`src/rtl/dac_pkg.sv`:
```
// Package dac_pkg
// Shared codes and control-bit positions for the debug bus access controller.
// Assumes the op field occupies the two least significant bits of the word.
package dac_pkg;
    typedef enum logic [1:0] {
        REQ_NOP = 2'd0,
        REQ_RD  = 2'd1,
        REQ_WR  = 2'd2,
        REQ_RSV = 2'd3
    } req_op_e;

    typedef enum logic [1:0] {
        ST_OK   = 2'd0,
        ST_RSV  = 2'd1,
        ST_FAIL = 2'd2,
        ST_BUSY = 2'd3
    } status_e;

    localparam int CLR_BUSY_BIT = 16;
    localparam int HARD_RST_BIT = 17;
    localparam int DATA_W       = 32;
    localparam int CTRL_W       = 32;
    localparam logic [3:0] CTRL_VERSION = 4'd1;
endpackage

```
`src/rtl/dac_idle_ctr.sv`:
```
// Module dac_idle_ctr
// Counts outstanding Run-Test-Idle ticks after an access.
// Assumes clear has priority over load, and load over tick.
module dac_idle_ctr #(
    parameter int CNT_W = 8
) (
    input  logic             clk,
    input  logic             rst_n,
    input  logic             clr_i,
    input  logic             load_i,
    input  logic [CNT_W-1:0] load_val_i,
    input  logic             tick_i,
    output logic             zero_o
);
    logic [CNT_W-1:0] cnt_q;

    // Reload on access, count down on ticks, saturate at zero.
    always_ff @(posedge clk) begin
        if (!rst_n) begin
            cnt_q <= '0;
        end else if (clr_i) begin
            cnt_q <= '0;
        end else if (load_i) begin
            cnt_q <= load_val_i;
        end else if (tick_i && (cnt_q != '0)) begin
            cnt_q <= cnt_q - 1'b1;
        end
    end

    assign zero_o = (cnt_q == '0);
endmodule

```
`src/rtl/dac_bus_master.sv`:
```
// Module dac_bus_master
// Runs one request/acknowledge transfer at a time on the debug-module bus.
// Assumes start is only raised while no transfer is pending.
// A kill during a pending transfer lets the handshake finish but suppresses done.
module dac_bus_master #(
    parameter int ADDR_W = 7,
    parameter int DATA_W = 32
) (
    input  logic              clk,
    input  logic              rst_n,
    input  logic              start_i,
    input  logic              start_we_i,
    input  logic [ADDR_W-1:0] start_addr_i,
    input  logic [DATA_W-1:0] start_wdata_i,
    input  logic              kill_i,
    output logic              busy_o,
    output logic              done_o,
    output logic              bus_req_o,
    output logic              bus_we_o,
    output logic [ADDR_W-1:0] bus_addr_o,
    output logic [DATA_W-1:0] bus_wdata_o,
    input  logic              bus_ack_i
);
    logic              pend_q;
    logic              drop_q;
    logic              we_q;
    logic [ADDR_W-1:0] addr_q;
    logic [DATA_W-1:0] wdata_q;
    logic              ack_seen;

    assign ack_seen = pend_q && bus_ack_i;

    // Track the pending transfer and latch its fields at start.
    always_ff @(posedge clk) begin
        if (!rst_n) begin
            pend_q  <= 1'b0;
            we_q    <= 1'b0;
            addr_q  <= '0;
            wdata_q <= '0;
        end else if (ack_seen) begin
            pend_q <= 1'b0;
        end else if (start_i) begin
            pend_q  <= 1'b1;
            we_q    <= start_we_i;
            addr_q  <= start_addr_i;
            wdata_q <= start_wdata_i;
        end
    end

    // Remember that the pending result must be thrown away.
    always_ff @(posedge clk) begin
        if (!rst_n) begin
            drop_q <= 1'b0;
        end else if (ack_seen) begin
            drop_q <= 1'b0;
        end else if (kill_i && pend_q) begin
            drop_q <= 1'b1;
        end
    end

    assign busy_o      = pend_q;
    assign done_o      = ack_seen && !drop_q;
    assign bus_req_o   = pend_q;
    assign bus_we_o    = we_q;
    assign bus_addr_o  = addr_q;
    assign bus_wdata_o = wdata_q;
endmodule

```
`src/rtl/dbg_access_ctrl.sv`:
```
// Module dbg_access_ctrl
// Turns completed debug-bus scans into debug-module bus accesses, keeps the
// last request/response word, enforces a minimum idle gap and a sticky busy
// error. Assumes capture/update/control strobes are single-cycle pulses
// already synchronised to clk.
module dbg_access_ctrl #(
    parameter int ADDR_W = 7,
    parameter int CNT_W  = 8
) (
    input  logic                          clk,
    input  logic                          rst_n,
    input  logic                          capture_i,
    input  logic                          update_i,
    input  logic [ADDR_W+33:0]            shift_word_i,
    input  logic                          ctrl_wr_i,
    input  logic [dac_pkg::CTRL_W-1:0]    ctrl_wdata_i,
    input  logic                          rti_tick_i,
    input  logic [CNT_W-1:0]              idle_cycles_i,
    output logic [ADDR_W+33:0]            cap_word_o,
    output logic [dac_pkg::CTRL_W-1:0]    ctrl_rd_o,
    output logic                          bus_req_o,
    output logic                          bus_we_o,
    output logic [ADDR_W-1:0]             bus_addr_o,
    output logic [dac_pkg::DATA_W-1:0]    bus_wdata_o,
    input  logic                          bus_ack_i,
    input  logic [dac_pkg::DATA_W-1:0]    bus_rdata_i,
    input  logic                          bus_err_i
);
    import dac_pkg::*;

    localparam int WORD_W  = ADDR_W + 34;
    localparam int DATA_LO = 2;
    localparam int DATA_HI = DATA_LO + DATA_W - 1;
    localparam int ADDR_LO = DATA_HI + 1;

    logic [WORD_W-1:0] word_q;
    logic [WORD_W-1:0] cap_q;
    logic              sticky_q;
    logic              idle_zero;
    logic              bm_busy;
    logic              bm_done;
    logic              hard_rst;
    logic              clr_busy;
    logic              busy_now;
    logic              accept;
    logic              is_access;
    req_op_e           req_op;

    assign req_op    = req_op_e'(shift_word_i[1:0]);
    assign is_access = (req_op == REQ_RD) || (req_op == REQ_WR);
    assign hard_rst  = ctrl_wr_i && ctrl_wdata_i[HARD_RST_BIT];
    assign clr_busy  = ctrl_wr_i && (ctrl_wdata_i[CLR_BUSY_BIT] || ctrl_wdata_i[HARD_RST_BIT]);
    assign busy_now  = !idle_zero || bm_busy || sticky_q;
    assign accept    = update_i && !sticky_q && !bm_busy && !hard_rst;

    dac_idle_ctr #(.CNT_W(CNT_W)) u_idle (
        .clk        (clk),
        .rst_n      (rst_n),
        .clr_i      (hard_rst),
        .load_i     (accept),
        .load_val_i (idle_cycles_i),
        .tick_i     (rti_tick_i),
        .zero_o     (idle_zero)
    );

    dac_bus_master #(.ADDR_W(ADDR_W), .DATA_W(DATA_W)) u_bus (
        .clk           (clk),
        .rst_n         (rst_n),
        .start_i       (accept && is_access),
        .start_we_i    (req_op == REQ_WR),
        .start_addr_i  (shift_word_i[ADDR_LO +: ADDR_W]),
        .start_wdata_i (shift_word_i[DATA_HI:DATA_LO]),
        .kill_i        (hard_rst),
        .busy_o        (bm_busy),
        .done_o        (bm_done),
        .bus_req_o     (bus_req_o),
        .bus_we_o      (bus_we_o),
        .bus_addr_o    (bus_addr_o),
        .bus_wdata_o   (bus_wdata_o),
        .bus_ack_i     (bus_ack_i)
    );

    // Stored request/response word: hard reset, commit result, or accept scan.
    always_ff @(posedge clk) begin
        if (!rst_n) begin
            word_q <= '0;
        end else if (hard_rst) begin
            word_q <= '0;
        end else if (bm_done) begin
            if (!bus_we_o) begin
                word_q[DATA_HI:DATA_LO] <= bus_rdata_i;
            end
            word_q[1:0] <= bus_err_i ? ST_FAIL : ST_OK;
        end else if (accept) begin
            word_q <= is_access ? shift_word_i
                                : {shift_word_i[WORD_W-1:2], ST_OK};
        end
    end

    // Captured word: busy code when too early, stored word otherwise.
    always_ff @(posedge clk) begin
        if (!rst_n) begin
            cap_q <= '0;
        end else if (capture_i) begin
            cap_q <= busy_now ? {{(WORD_W-2){1'b0}}, ST_BUSY} : word_q;
        end
    end

    // Sticky busy flag: cleared by control write, set by an early capture.
    always_ff @(posedge clk) begin
        if (!rst_n) begin
            sticky_q <= 1'b0;
        end else if (clr_busy) begin
            sticky_q <= 1'b0;
        end else if (capture_i && busy_now) begin
            sticky_q <= 1'b1;
        end
    end

    // Control/status readback fields.
    always_comb begin
        ctrl_rd_o        = '0;
        ctrl_rd_o[3:0]   = CTRL_VERSION;
        ctrl_rd_o[9:4]   = 6'(ADDR_W);
        ctrl_rd_o[11:10] = sticky_q ? ST_BUSY : ST_OK;
    end

    assign cap_word_o = cap_q;
endmodule

```
`config.mk`:
```
export PLATFORM = sky130hd
export DESIGN_NAME = dbg_access_ctrl
export DESIGN_NICKNAME = d
export VERILOG_FILES = /design/src/rtl/dac_pkg.sv /design/src/rtl/dac_idle_ctr.sv /design/src/rtl/dac_bus_master.sv /design/src/rtl/dbg_access_ctrl.sv
export SDC_FILE = /design/constraint.sdc
export NUM_CORES = 1
export LEC_CHECK = 0
export BUFFER_PORTS_ARGS = -buffer_cell sky130_fd_sc_hd__buf_2
export CORE_UTILIZATION = 48
export DETAILED_ROUTE_END_ITERATION = 6
export PLACE_DENSITY = 0.83
export SYNTH_ARGS = -nofsm -noshare
export SYNTH_HDL_FRONTEND = slang
export SYNTH_SLANG_ARGS = --single-unit
```
`constraint.sdc`:
```
create_clock -name clk -period 2.69 [get_ports clk]
set_input_delay 0.1345 -clock clk [delete_from_list [all_inputs] [get_ports clk]]
set_output_delay 0.1345 -clock clk [all_outputs]
set_load 0.01 [all_outputs]
```
==> results_dict.tcl <==
set metrics [dict create \
    clockBufferDepth 2 \
    avgRoutedWirePerCell_um 15.8 \
    run_status "complete, no violations" \
    tritoncts.num_buffers 17 \
    die_boundary_width_um 110 \
    most_frequent_standard_cell_in_the_layout_excluding_fill_and_tap_cells "buf_2" \
    timing_max_transition_violations_final 0 \
    grt_antenna_before_repair 0 \
    core_area_um2 11400 \
    multi_input_area_um2 2640 \
    detail_route.drc_violations 0 \
    power.leakage_uw 0.00349 \
    finish.cell_count_without_fillers 1077 \
    num_io_pins 235 \
    place.detailed.instances 958 \
    worst_slew_pin_slew_ns 0.997 \
    maxClockFrequency_mhz 411 \
    p_comb_frac 0.159 \
    final_layout_size_suffix_gt1_frac 0.253 \
    n_antenna_cell 0 \
    synth_warnings 0 \
    post_drt_via_cell_ratio 5.14 \
    detailed_place.area_um2 6480 \
    area_fraction_of_the_dominant_cell_type_after_synthesis 0.474 \
    gp_congestion 0.829 \
    most-common-layout-cells "174 x buf_2, 167 x nand2_1, 133 x dfxtp_1" \
    power.switching_fraction 0.264 \
    setup_viol 0 \
    path_max_fanout 13 \
    avgSynthCellArea_um2 8.28 \
    root_buffer "clkbuf_16" \
    htree_levels 4 \
    finalSetupTns_ns 0 \
    vdd.ir_drop.worst_mv 0.470 \
    tritoncts "yes" \
    syn_inst 679 \
    yosysUniqueCellTypes 34 \
    drt.antenna.violating_nets 0 \
    dr_total_vias 5538 \
    maxCapViolCount 0 \
    dieArea_um2 12100 \
    clk-insertion-delay-late_ns 0.42 \
    post_synth_main_area_contributors "dfxtp_1 47%, nand2_1 11%, nor2b_1 8.7%" \
    power_frac_clock 0.440 \
    hpwlAfterDp_um 9580 \
    synth_top_cell_by_area "dfxtp_1" \
    p_int_uw 3970 \
    timing.clock.skew_ns 0.00562 \
    die_outline_height_um 110 \
    globalRouteTotalUtil 0.277 \
    hold_class "input pin to flop" \
    power_density_nw_per_um2 678 \
    worstPathRequired_ns 3.05 \
    place.port_buffers 174 \
    synth.cell_area_um2 5620 \
    clock_pin_slew_on_the_worst_setup_and_hold_paths_ns 0.06 \
    fin_total_pwr_uw 5390 \
    seq_area_frac_synth 0.474 \
    register_area_um2 2660 \
    drtIter0Drc 336 \
    stdcell_area_um2 7950 \
    area.growth.synth_to_final_pct 41.5 \
    timing_hold_violations_final 0 \
    grt_overflow_total 0 \
    synth_seq_cells 133 \
    rsz0062_at_grt "false" \
    filler_cell_count 865 \
    power.share.sequential 0.402 \
    final.period_utilization 0.904 \
    grt_pass1_wl_um 25200 \
    critPathKind "flop to flop" \
    critical_path_arrival_ns 2.79 \
    vias_in_the_first_global_route 5253 \
    max_slew_margin 0.335 \
    critical_path.startpoint_type "flop" \
    final_nets 1046 \
    clock-sinks 133 \
    firstDrtPassIters 5 \
    fp-row-count 39 \
    power.net_switching_uw 1420 \
    setup.worst_path.end_class "flop" \
    final_routed_wirelength_um 17000 \
    starting_density 0.492 \
    fin_crit_ns 2.43 \
    grt_start_max_net_pins 84 \
]
==> cells by family after synthesis <==
| kind of cell | share of synthesized area |
|---|---|
| flip-flops | 0.474 |
| buffers and inverters | 0.0799 |
| adder cells (fa/ha/maj) | 0.00891 |
| other | 0.00134 |
| AO/OA/AOI/OAI | 0.172 |
| multiplexers | 0.00178 |
| XOR/XNOR | 0.00935 |
| AND/OR/NAND/NOR | 0.253 |
==> cells in the mapped netlist, drive strengths merged <==
cell type,instances
a211oi,7
a21boi,41
a21oi,51
a22oi,1
a311oi,32
a31oi,1
and3,2
buf,39
clkbuf,40
conb,2
dfxtp,133
ha,4
inv,5
mux2i,1
nand2,168
nand2b,2
nand3,3
nor2,46
nor2b,78
nor3,1
nor4,1
o21ai,7
o311ai,1
or2,2
or3b,1
or4,4
xnor2,4
xor2,2
==> area by class of cell <==
class,instances,area share
sequential,133,0.335
multi-input combinational,491,0.332
timing repair buffer,273,0.231
clock buffer,19,0.0569
tap,143,0.0225
clock inverter,13,0.0197
inverter,5,0.00283
==> power by group through the flow <==
stage / combinational [uW] / clock [uW] / sequential (uW)
finish: 857 / 2370 / 2160
global route: 947 / 2480 / 2180
CTS: 832 / 2390 / 2160
detailed placement: 728 / 0 / 2200
global placement: 714 / 0 / 2200
floorplan: 491 / 0 / 2210
==> worst max-delay path, stage by stage, from the launching register on <==
cell           delay, ns
dfxtp_1             0.40
nand2_1             0.08
or2_2               0.41
clkinvlp_4          0.25
buf_4               0.24
nand2_1             0.08
a311oi_1            0.30
dlygate4sd3_1       0.61
==> path summary, 6_finish.rpt <==
check / startpoint / endpoint / slack [ns] / depth (start not counted)
setup / recovery: u_bus.bus_req_o / word_q[21] / 0.26 / 7
hold / removal: idle_cycles_i[2] / u_idle.cnt_q[2] / 0.02 / 3
setup reg to reg: u_bus.bus_req_o / word_q[21] / 0.26 / 7
hold reg to reg: u_bus.bus_wdata_o[4] / u_bus.bus_wdata_o[4] / 0.46 / 2
==> timing repair <==
action | CTS | global route
hold buffers | 84 | 0
hold endpoints to repair | 81 | 0
setup buffers | 0 | 2
gates resized for setup | 0 | 1
endpoints found under the setup margin | 0 | 7
==> registers in the layout, indices dropped and copies added, names as in the netlist <==
signal             flops
word_q                41
u_bus.bus_we_o         1
u_bus.bus_addr_o       7
u_idle.cnt_q           8
cap_word_o            41
u_bus.drop_q           1
sticky_q               1
u_bus.bus_wdata_o     32
u_bus.bus_req_o        1
==> routing by layer <==
layer  GRT usage  vias up  wire length (um)
li1            -     2674                 -
met5           0        -                 0
met1       0.310     2564              6740
met4       0.142        0               478
met3      0.0570       44              1050
met2       0.495      256              8780
==> stage by stage <==
stage          setup slack (ns)   util  hold slack [ns]
3_3_place_gp              0.662  0.567            0.393
4_1_cts                  0.0703  0.694          0.00445
6_report                  0.259  0.697           0.0166
2_1_floorplan             0.800      -            0.270
3_5_place_dp              0.588  0.567            0.403
5_1_grt                   0.133  0.697          0.00740
Note: power is estimated with default switching activity, not from simulation.
